<file path="src/rtl/cdtimer_pkg.sv">
package cdtimer_pkg;

  localparam int OFS_W  = 3;
  localparam int CTRL_W = 8;

  localparam logic [OFS_W-1:0] OFS_LOAD  = 3'd0;
  localparam logic [OFS_W-1:0] OFS_VALUE = 3'd1;
  localparam logic [OFS_W-1:0] OFS_CTRL  = 3'd2;
  localparam logic [OFS_W-1:0] OFS_ICLR  = 3'd3;
  localparam logic [OFS_W-1:0] OFS_RAW   = 3'd4;
  localparam logic [OFS_W-1:0] OFS_MSK   = 3'd5;
  localparam logic [OFS_W-1:0] OFS_BGLD  = 3'd6;

  // Packed so that field positions match the control bit layout.
  typedef struct packed {
    logic       run;      // bit 7
    logic       rpt;      // bit 6
    logic       irq_en;   // bit 5
    logic       spare;    // bit 4
    logic [1:0] div;      // bits 3:2
    logic       wide;     // bit 1
    logic       single;   // bit 0
  } ctrl_t;

  localparam logic [CTRL_W-1:0] CTRL_RESET = 8'h20;

  // Last prescale count before a step, per divider code.
  function automatic logic [7:0] div_last(input logic [1:0] sel);
    case (sel)
      2'b01:   div_last = 8'd15;
      2'b10:   div_last = 8'd255;
      default: div_last = 8'd0;
    endcase
  endfunction

endpackage

</file>
<file path="src/rtl/cdtimer_prescale.sv">
module cdtimer_prescale
  import cdtimer_pkg::*;
#(
  parameter int PRE_W = 8
) (
  input  logic       clk,
  input  logic       rst,
  input  logic       tick_i,
  input  logic       run_i,
  input  logic       restart_i,
  input  logic [1:0] div_i,
  output logic       step_o
);

  logic [PRE_W-1:0] pcnt_q;
  logic [PRE_W-1:0] last;
  logic             adv;

  generate
    if (PRE_W >= 8) begin : g_full
      assign last = PRE_W'(div_last(div_i));
    end else begin : g_trunc
      assign last = div_last(div_i)[PRE_W-1:0];
    end
  endgenerate

  assign adv    = run_i & tick_i & ~restart_i;
  assign step_o = adv & (pcnt_q == last);

  always_ff @(posedge clk) begin
    if (rst || restart_i) begin
      pcnt_q <= '0;
    end else if (adv) begin
      pcnt_q <= step_o ? '0 : pcnt_q + PRE_W'(1);
    end
  end

  assert_restart_clears_R3: assert property (@(posedge clk) disable iff (rst)
    restart_i |=> (pcnt_q == '0));

  assert_idle_holds_R3: assert property (@(posedge clk) disable iff (rst)
    (!run_i && !restart_i) |=> $stable(pcnt_q));

endmodule

</file>
<file path="src/rtl/cdtimer_counter.sv">
module cdtimer_counter #(
  parameter int DATA_W   = 32,
  parameter int NARROW_W = 16
) (
  input  logic              clk,
  input  logic              rst,
  input  logic              step_i,
  input  logic              load_we_i,
  input  logic [DATA_W-1:0] load_val_i,
  input  logic [DATA_W-1:0] reload_i,
  input  logic              wide_i,
  input  logic              single_i,
  input  logic              rpt_i,
  output logic [DATA_W-1:0] count_o,
  output logic              expire_o
);

  localparam logic [DATA_W-1:0] NARROW_MASK =
    {{(DATA_W-NARROW_W){1'b0}}, {NARROW_W{1'b1}}};
  localparam logic [DATA_W-1:0] ONE = DATA_W'(1);

  logic [DATA_W-1:0] count_q, count_n;
  logic [DATA_W-1:0] mask, cur, wrap_val;
  logic              at_zero;

  assign mask     = wide_i ? '1 : NARROW_MASK;
  assign cur      = count_q & mask;
  assign at_zero  = (cur == '0);
  assign wrap_val = (rpt_i ? reload_i : mask) & mask;
  assign expire_o = step_i & ~load_we_i & (cur == ONE);
  assign count_o  = cur;

  always_comb begin
    count_n = count_q;
    if (load_we_i) begin
      count_n = load_val_i & mask;
    end else if (step_i) begin
      if (at_zero) begin
        if (!single_i) count_n = wrap_val;
      end else begin
        count_n = cur - ONE;
      end
    end
  end

  always_ff @(posedge clk) begin
    if (rst) count_q <= '0;
    else     count_q <= count_n;
  end

  assert_single_stays_R6: assert property (@(posedge clk) disable iff (rst)
    (single_i && at_zero && !load_we_i) |=> (count_q == $past(count_q)));

  assert_load_now_R4: assert property (@(posedge clk) disable iff (rst)
    load_we_i |=> (count_q == $past(load_val_i & mask)));

  assert_step_down_R3: assert property (@(posedge clk) disable iff (rst)
    (step_i && !load_we_i && !at_zero) |=> (count_q == $past(cur) - ONE));

endmodule

</file>
<file path="src/rtl/cdtimer_regs.sv">
module cdtimer_regs
  import cdtimer_pkg::*;
#(
  parameter int DATA_W = 32
) (
  input  logic              clk,
  input  logic              rst,
  input  logic              bus_wr,
  input  logic [OFS_W-1:0]  bus_addr,
  input  logic [DATA_W-1:0] bus_wdata,
  input  logic [DATA_W-1:0] count_i,
  input  logic              expire_i,
  output ctrl_t             ctrl_o,
  output logic [DATA_W-1:0] reload_o,
  output logic              load_we_o,
  output logic              ctrl_we_o,
  output logic [DATA_W-1:0] bus_rdata,
  output logic              irq_o
);

  ctrl_t             ctrl_q, ctrl_n;
  logic [DATA_W-1:0] reload_q, rdata_n;
  logic              raw_q, raw_n;
  logic              clr_we, bg_we;

  assign load_we_o = bus_wr && (bus_addr == OFS_LOAD);
  assign ctrl_we_o = bus_wr && (bus_addr == OFS_CTRL);
  assign clr_we    = bus_wr && (bus_addr == OFS_ICLR);
  assign bg_we     = bus_wr && (bus_addr == OFS_BGLD);

  assign ctrl_o   = ctrl_q;
  assign reload_o = reload_q;

  always_comb begin
    ctrl_n = ctrl_we_o ? ctrl_t'(bus_wdata[CTRL_W-1:0]) : ctrl_q;
    if (expire_i)    raw_n = 1'b1;
    else if (clr_we) raw_n = 1'b0;
    else             raw_n = raw_q;
  end

  always_comb begin
    case (bus_addr)
      OFS_LOAD, OFS_BGLD: rdata_n = reload_q;
      OFS_VALUE:          rdata_n = count_i;
      OFS_CTRL:           rdata_n = DATA_W'(ctrl_q);
      OFS_RAW:            rdata_n = DATA_W'(raw_q);
      OFS_MSK:            rdata_n = DATA_W'(raw_q & ctrl_q.irq_en);
      default:            rdata_n = '0;
    endcase
  end

  always_ff @(posedge clk) begin
    if (rst) begin
      ctrl_q    <= ctrl_t'(CTRL_RESET);
      reload_q  <= '0;
      raw_q     <= 1'b0;
      bus_rdata <= '0;
      irq_o     <= 1'b0;
    end else begin
      ctrl_q    <= ctrl_n;
      raw_q     <= raw_n;
      bus_rdata <= rdata_n;
      irq_o     <= raw_n & ctrl_n.irq_en;
      if (load_we_o || bg_we) reload_q <= bus_wdata;
    end
  end

  assert_ctrl_reset_R1: assert property (@(posedge clk) disable iff (rst)
    $fell(rst) |-> (ctrl_q == ctrl_t'(CTRL_RESET)));

  assert_expire_sets_R8: assert property (@(posedge clk) disable iff (rst)
    expire_i |=> raw_q);

  assert_clear_drops_R8: assert property (@(posedge clk) disable iff (rst)
    (clr_we && !expire_i) |=> !raw_q);

  assert_irq_gate_R9: assert property (@(posedge clk) disable iff (rst)
    irq_o == (raw_q & ctrl_q.irq_en));

endmodule

</file>
<file path="src/rtl/cdtimer.sv">
module cdtimer
  import cdtimer_pkg::*;
#(
  parameter int DATA_W   = 32,
  parameter int NARROW_W = 16,
  parameter int PRE_W    = 8
) (
  input  logic              clk,
  input  logic              rst,
  input  logic              tick_i,
  input  logic              bus_wr,
  input  logic [2:0]        bus_addr,
  input  logic [DATA_W-1:0] bus_wdata,
  output logic [DATA_W-1:0] bus_rdata,
  output logic              irq_o
);

  ctrl_t             ctrl;
  logic [DATA_W-1:0] reload, count;
  logic              load_we, ctrl_we, step, expire;

  cdtimer_regs #(.DATA_W(DATA_W)) u_regs (
    .clk       (clk),
    .rst       (rst),
    .bus_wr    (bus_wr),
    .bus_addr  (bus_addr),
    .bus_wdata (bus_wdata),
    .count_i   (count),
    .expire_i  (expire),
    .ctrl_o    (ctrl),
    .reload_o  (reload),
    .load_we_o (load_we),
    .ctrl_we_o (ctrl_we),
    .bus_rdata (bus_rdata),
    .irq_o     (irq_o)
  );

  cdtimer_prescale #(.PRE_W(PRE_W)) u_pre (
    .clk       (clk),
    .rst       (rst),
    .tick_i    (tick_i),
    .run_i     (ctrl.run),
    .restart_i (ctrl_we),
    .div_i     (ctrl.div),
    .step_o    (step)
  );

  cdtimer_counter #(.DATA_W(DATA_W), .NARROW_W(NARROW_W)) u_cnt (
    .clk        (clk),
    .rst        (rst),
    .step_i     (step),
    .load_we_i  (load_we),
    .load_val_i (bus_wdata),
    .reload_i   (reload),
    .wide_i     (ctrl.wide),
    .single_i   (ctrl.single),
    .rpt_i      (ctrl.rpt),
    .count_o    (count),
    .expire_o   (expire)
  );

endmodule

</file>
<file path="config.mk">
export PLATFORM = sky130hd
export DESIGN_NAME = cdtimer
export DESIGN_NICKNAME = d
export VERILOG_FILES = /design/src/rtl/cdtimer_pkg.sv /design/src/rtl/cdtimer_prescale.sv /design/src/rtl/cdtimer_counter.sv /design/src/rtl/cdtimer_regs.sv /design/src/rtl/cdtimer.sv
export SDC_FILE = /design/constraint.sdc
export NUM_CORES = 1
export LEC_CHECK = 0
export ABC_CLOCK_PERIOD_IN_PS = 3300
export BUFFER_PORTS_ARGS = -buffer_cell sky130_fd_sc_hd__buf_2
export CAP_MARGIN = 20
export CELL_PAD_IN_SITES_DETAIL_PLACEMENT = 1
export CELL_PAD_IN_SITES_GLOBAL_PLACEMENT = 1
export CORE_UTILIZATION = 40
export CTS_CLUSTER_SIZE = 40
export DETAILED_ROUTE_END_ITERATION = 6
export GPL_ROUTABILITY_DRIVEN = 0
export PLACE_DENSITY = 0.86
export SLEW_MARGIN = 20
export SYNTH_ARGS = -nofsm -noshare
export SYNTH_HDL_FRONTEND = slang
export SYNTH_SLANG_ARGS = --single-unit
export TNS_END_PERCENT = 10
</file>
<file path="constraint.sdc">
create_clock -name clk -period 3.3 [get_ports clk]
set_input_delay 0.33 -clock clk [delete_from_list [all_inputs] [get_ports clk]]
set_output_delay 0.33 -clock clk [all_outputs]
set_load 0.01 [all_outputs]
</file>
==> flow_summary.yaml, run 1 <==
drt:
  viasPerCell: 6.18
  num_vias: 6244
  ant_nets: 0
  drtIter0Drc: 370
  drtPass1Iterations: 5
  routedWlPerCell_um: 20.4
  route.detailed.drc: 0
  drt-total-wl_um: 20600
timing:
  timing.hold.ws_ns: 0.154
  finalHoldViolCount: 0
  worst_pin_slew_ns: 0.984
  min_period_ns: 2.88
  fin_tns_setup_ns: 0
  fin_skew_ns: 0.00842
  fmax_ghz: 0.347
  final_max_slew_viol_count: 0
  setup_viol: 0
  rsz0062_at_grt: "false"
  setup_ws_ns: 0.418
  max-slew-margin-rel_pct: 34.3
  post-route-period-util_pct: 87.3
setup_path:
  crit_start: "u_cnt.count_q[16]"
  r2r_start: "u_cnt.count_q[16]"
  start_kind: "register"
  cp_data_arrival_time_ns: 3.24
  rrSetupSlack_ns: 0.42
  required_ns: 3.66
  crit_type: "register to register"
  r2r_end: "u_cnt.count_q[14]"
  cp-endpoint: "u_cnt.count_q[14]"
  worstPathMaxFanout: 12
  ff2ff_path_depth: 7
  critPathCaptureType: "register"
clock_network:
  cts-resized-gates: 0
  clk_latency_ns: 0.42
  cts-root-buf: "clkbuf_16"
  cts_tree: "done"
  clockBufferDepth: 2
  hold_buffers: 0
  cts_made_buffers: 17
  clkTransAtPathRegs_ns: 0.06
  cts.sinks: 114
  h-tree-depth: 4
  cts_setup_buffers: 0
layout:
  n_antenna_cell: 0
  final_common_cell: "nand2_1"
  fin_nets: 857
  drive_gt1_share_pct: 17.8
  fin_util_pct: 49.0
  final_cell_mix: "nand2_1 (130), dfxtp_1 (113), a21oi_1 (77)"
  areaGrowthSynthToFinish_pct: 20.3
global_routing:
  grt_pass1_wl_um: 33300
  grt_overflow: 0
  antenna_found_initial: 0
  grt_use_total_pct: 28.5
  grt_pass1_vias: 6331
  grt_start_max_net_pins: 67
yosys:
  synthFlopType: "dfxtp_1"
  avgSynthCellArea_um2: 7.72
  synthesis.nets: 807
  ys_seq_area_share_pct: 38.7
  synthDistinctLibCells: 68
  yosys_warnings: 0
  syn_area_um2: 5900
  synth_seq_cells: 114
  synthArstFlopShare_pct: 0
  synth_edf_count: 0
  syn_inst: 764
placement:
  dp_hpwl_um: 13500
  pre_cts_ws_ns: 0.478
  io_buffer_count: 71
floorplanning:
  fp.dieH_um: 123
  num_io_pins: 72
  coreArea_um2: 14500
  die_area_um2: 15200
  rows: 44
  initial_core_util_pct: 40.7
  dieWidth_um: 123
outcome:
  status: "completed"
power_and_ir_drop:
  p_total_mw: 4.15
  p_leak_nw: 2.68
  irDropWorstVdd_mv: 0.561
  p_per_area_nw_per_um2: 585
hold_path:
  hold_class: "input port to register"
job:
  drv_cap: 0
## through the flow
step | cells | cell area (um^2)
2_1_floorplan | 764 | 5900
3_3_place_gp | 979 | 6430
3_5_place_dp | 979 | 6430
4_1_cts | 1011 | 7090
5_1_grt | 1011 | 7090
6_report | 1011 | 7090
## worst min path at each step
stage / from / to / depth (start not counted)
global placement: u_regs.ctrl_o[4] / u_regs.ctrl_o[4] / 2
detailed placement: u_regs.ctrl_o[4] / u_regs.ctrl_o[4] / 2
floorplan: rst / u_regs.raw_q / 1
CTS: bus_wdata[8] / u_regs.reload_o[8] / 3
finish: bus_wdata[8] / u_regs.reload_o[8] / 3
global route: bus_wdata[15] / u_regs.reload_o[15] / 3
## layer usage
layer,share of wire [%],wire [um],track usage (%),up-vias
met5,0,0,0,-
met4,2.7,562,12.3,0
met3,5.5,1130,6.18,46
met2,49,10100,47.9,201
met1,43,8820,35.0,3098
li1,-,-,-,2899
## Yosys cell counts (all sizes together), types with 5 or more instances
master / instances / area share [%]
buf: 13 / 1.2
mux2i: 5 / 0.85
inv: 7 / 0.45
a311oi: 8 / 1.5
dfxtp: 114 / 39
xor2: 7 / 1.0
o31ai: 9 / 1.1
nor2: 75 / 4.8
xnor2: 7 / 1.0
a31oi: 11 / 1.2
and2: 6 / 0.64
nand3: 18 / 1.6
a211oi: 10 / 1.3
a22oi: 32 / 4.1
a21oi: 79 / 6.8
or4: 10 / 1.3
nor3: 20 / 1.9
nand4: 12 / 1.3
nand2: 130 / 8.3
or3: 6 / 0.64
clkbuf: 54 / 3.5
o211ai: 8 / 1.0
o21ai: 42 / 3.6
nor4: 8 / 0.85
## power by group
| part | total, mW | switching [mW] | internal (mW) |
|---|---|---|---|
| registers | 1.46 | 0.0475 | 1.42 |
| clock network | 2.05 | 0.675 | 1.38 |
| logic | 0.635 | 0.411 | 0.224 |
## flip-flops by register name, summed over array words and instances, names as in the netlist
| name | flops |
|---|---|
| u_regs.ctrl_o | 8 |
| u_cnt.count_q | 32 |
| u_regs.irq_o | 1 |
| u_regs.raw_q | 1 |
| u_regs.reload_o | 32 |
| u_regs.bus_rdata | 32 |
| u_pre.pcnt_q | 8 |
## cell families (layout without fill, tap and decap cells)
| kind of cell | Yosys count | in the layout | share of synthesized area, % |
|---|---|---|---|
| and+or+nand+nor | 310 | 310 | 24.5 |
| muxes | 5 | 5 | 0.849 |
| xor gates and xnor gates | 14 | 14 | 2.08 |
| adders and majority gates | 4 | 4 | 0.849 |
| AOI/OAI and AO/OA | 243 | 243 | 27.9 |
| buffers and inverters | 74 | 137 | 5.13 |
| DFF | 114 | 114 | 38.7 |
## critical path, cell delays in order, from the launching register on
cell and delay [ns]:
dfxtp_1 0.40, or4_4 0.67, o41a_1 0.61, nor3_4 0.25, buf_4 0.25, a21oi_2 0.19, a21oi_1 0.25, o221a_1 0.20
## layout make-up
| type | instances | area [um^2] |
|---|---|---|
| Clock buffer | 19 | 453 |
| Inverter | 7 | 26.3 |
| Tap cell | 184 | 230 |
| Timing Repair Buffer | 98 | 571 |
| Fill cell | 1811 | 7390 |
| Clock inverter | 13 | 208 |
| Multi-Input combinational cell | 576 | 3320 |
| Sequential cell | 114 | 2280 |
No activity file was read; power rests on OpenSTA's default activity.
==> inputs of run 2 (changes only) <==
- PLACE_DENSITY: 0.86 -> 0.85
- SYNTH_HIERARCHICAL: not set -> 1
==> flow_summary.yaml, run 2 <==
setup_path:
  cp-endpoint: "u_cnt/count_q[20]"
  crit_start: "u_cnt/count_q[24]"
  crit_path_cell_trace: "or4_1 > or4_4 > o21ai_4 > a21oi_1 > buf_4 > o311a_1 > nor3_1"
  cp_num_buf_inv: 1
  slowest_delay_ns: 0.65
  start_kind: "register"
  ff2ff_path_depth: 7
  r2r_start: "u_cnt/count_q[24]"
  critPathCaptureType: "register"
  crit_cells: 7
  r2r_end: "u_cnt/count_q[20]"
  required_ns: 3.64
  crit_slowest_cell: "or4_1"
  critPathTopFamily: "simple AND/OR/NAND/NOR gates"
  crit_type: "register to register"
  worstPathMaxFanout: 12
  cp_data_arrival_time_ns: 3.35
  rrSetupSlack_ns: 0.29
floorplanning:
  die_area_um2: 16400
  num_io_pins: 72
  dieWidth_um: 128
  initial_core_util_pct: 41.4
  coreArea_um2: 15300
  fp.dieH_um: 128
  rows: 45
drt:
  viasPerCell: 6.45
  drt-total-wl_um: 23300
  drtIter0Drc: 698
  drtPass1Iterations: 5
  ant_nets: 0
  routedWlPerCell_um: 22.3
  route.detailed.drc: 0
  num_vias: 6745
timing:
  timing.hold.ws_ns: 0.168
  final_max_slew_viol_count: 0
  max-slew-margin-rel_pct: 35.2
  fin_skew_ns: 0.0108
  worst_pin_slew_ns: 0.970
  finalHoldViolCount: 0
  fin_tns_setup_ns: 0
  rsz0062_at_grt: "false"
  setup_viol: 0
  post-route-period-util_pct: 91.1
  min_period_ns: 3.01
  fmax_ghz: 0.333
clock_network:
  cts_tree: "done"
  cts_made_buffers: 17
  cts-root-buf: "clkbuf_16"
  h-tree-depth: 4
  clkTransAtPathRegs_ns: 0.06
  clk_latency_ns: 0.43
  clockBufferDepth: 2
  cts-resized-gates: 0
  hold_buffers: 0
  cts_setup_buffers: 0
  cts.sinks: 114
global_routing:
  grt_use_total_pct: 29.3
  antenna_found_initial: 0
  top_usage_layer: "met2"
  use_met1_pct: 39.6
  grt_pass1_vias: 6526
  use_met2_pct: 46.1
  grt_overflow: 0
  met3_usage_pct: 5.18
  grt_pass1_wl_um: 36900
  grt_start_max_net_pins: 43
layout:
  stdcell_count: 1046
  final_cell_mix: "dfxtp_1 (114), buf_2 (71), nor2_1 (71)"
  drive_gt1_share_pct: 18.2
  n_antenna_cell: 0
  multiInputGateArea_um2: 3550
  final_common_cell: "dfxtp_1"
  nFillCells: 1882
  areaGrowthSynthToFinish_pct: 16.5
  regArea_um2: 2280
  fin_nets: 865
yosys:
  yosysTopAreaCellShare_pct: 36.0
  synthArstFlopShare_pct: 0
  synth_area_leaders: "dfxtp_1 (36%), a21oi_1 (5.1%), nand3_1 (4.5%)"
  syn_inst: 788
  yosys_warnings: 6
  avgSynthCellArea_um2: 8.04
  synth_edf_count: 0
  synthDistinctLibCells: 74
  ys_seq_area_share_pct: 36.0
  synth_most_common_cell: "dfxtp_1"
  syn_area_um2: 6340
  synth_seq_cells: 114
  synth_common_cells: "dfxtp_1 (114), nor2_1 (71), a21oi_1 (64)"
  synth_area_leader_cell: "dfxtp_1"
  synthFlopType: "dfxtp_1"
  synthesis.nets: 831
hold_path:
  hold_class: "input port to register"
  worstHoldPathCells: 3
job:
  drv_cap: 0
placement:
  place_inst: 1014
  dp_hpwl_um: 15400
  io_buffer_count: 71
power_and_ir_drop:
  irDropWorstVdd_mv: 0.405
  p_per_area_nw_per_um2: 557
  p_leak_nw: 2.72
outcome:
  status: "completed"
## run 2: changes by cell type after synthesis, moves of 9 or more
cell / previous run / this run
o21a_1: 0 / 13
a32oi_1: 0 / 31
nor3_1: 19 / 28
inv_1: 7 / 19
a22oi_1: 32 / 1
buf_2: 7 / 22
buf_4: 0 / 18
and2_1: 6 / 19
nand2_1: 130 / 41
a21oi_1: 77 / 64
o21ai_0: 33 / 48
clkbuf_1: 53 / 39
nand3_1: 17 / 57
## run 2: worst min path at each step
stage | start | end | slack, ns
5_1_grt | bus_wdata[10] | u_regs/reload_o[10] | 0.16
3_5_place_dp | u_regs/ctrl_o[4] | u_regs/bus_rdata[4] | 0.48
6_report | bus_wdata[10] | u_regs/reload_o[10] | 0.17
2_1_floorplan | u_regs/ctrl_o[4] | u_regs/bus_rdata[4] | 0.45
3_3_place_gp | u_regs/ctrl_o[4] | u_regs/bus_rdata[4] | 0.47
4_1_cts | bus_wdata[10] | u_regs/reload_o[10] | 0.16
## run 2: cell type report
type                    instances  share of cell area, %
repair buffers                102                   7.96
flip-flops and latches        114                   30.9
multi-input cells             568                   48.0
inverters                      19                  0.966
clock inverters                15                   2.81
clock buffers                  17                   5.76
well taps                     211                   3.57
## run 2: per-stage QoR
step                utilization [%]  power, mW  setup WS (ns)  instance area (um^2)
floorplan                         -       1.92          0.798                  6340
global placement               44.1       2.11          0.535                  6750
detailed placement             44.1       2.12          0.466                  6750
CTS                            48.2       4.11          0.393                  7390
finish                         48.2       4.11          0.293                  7390
global route                   48.2       4.23          0.203                  7390
## run 2: layer usage
metal / vias to the layer above / wire, um
met5: - / 0
met2: 318 / 10700
met4: 0 / 575
met1: 3385 / 10300
met3: 48 / 1720
li1: 2994 / -
## run 2: logic make-up after synthesis
family	count (synthesis)	synth area share [%]
muxes	10	1.60
adders and majority gates	4	0.790
AOI/OAI and AO/OA	254	27.3
DFF	114	36.0
and+or+nand+nor	280	22.7
buffers and inverters	106	8.41
xor gates and xnor gates	20	3.18
## run 2: report_power, final
part	total [mW]	internal, mW	switching, mW
registers	1.46	1.41	0.0435
logic	0.667	0.220	0.447
clock network	1.99	1.27	0.720
## run 2: worst register-to-register path, cell delays in order, from the launching register on
cell	delay, ns
dfxtp_1	0.35
or4_1	0.65
or4_4	0.55
o21ai_4	0.40
a21oi_1	0.36
buf_4	0.30
o311a_1	0.13
nor3_1	0.19
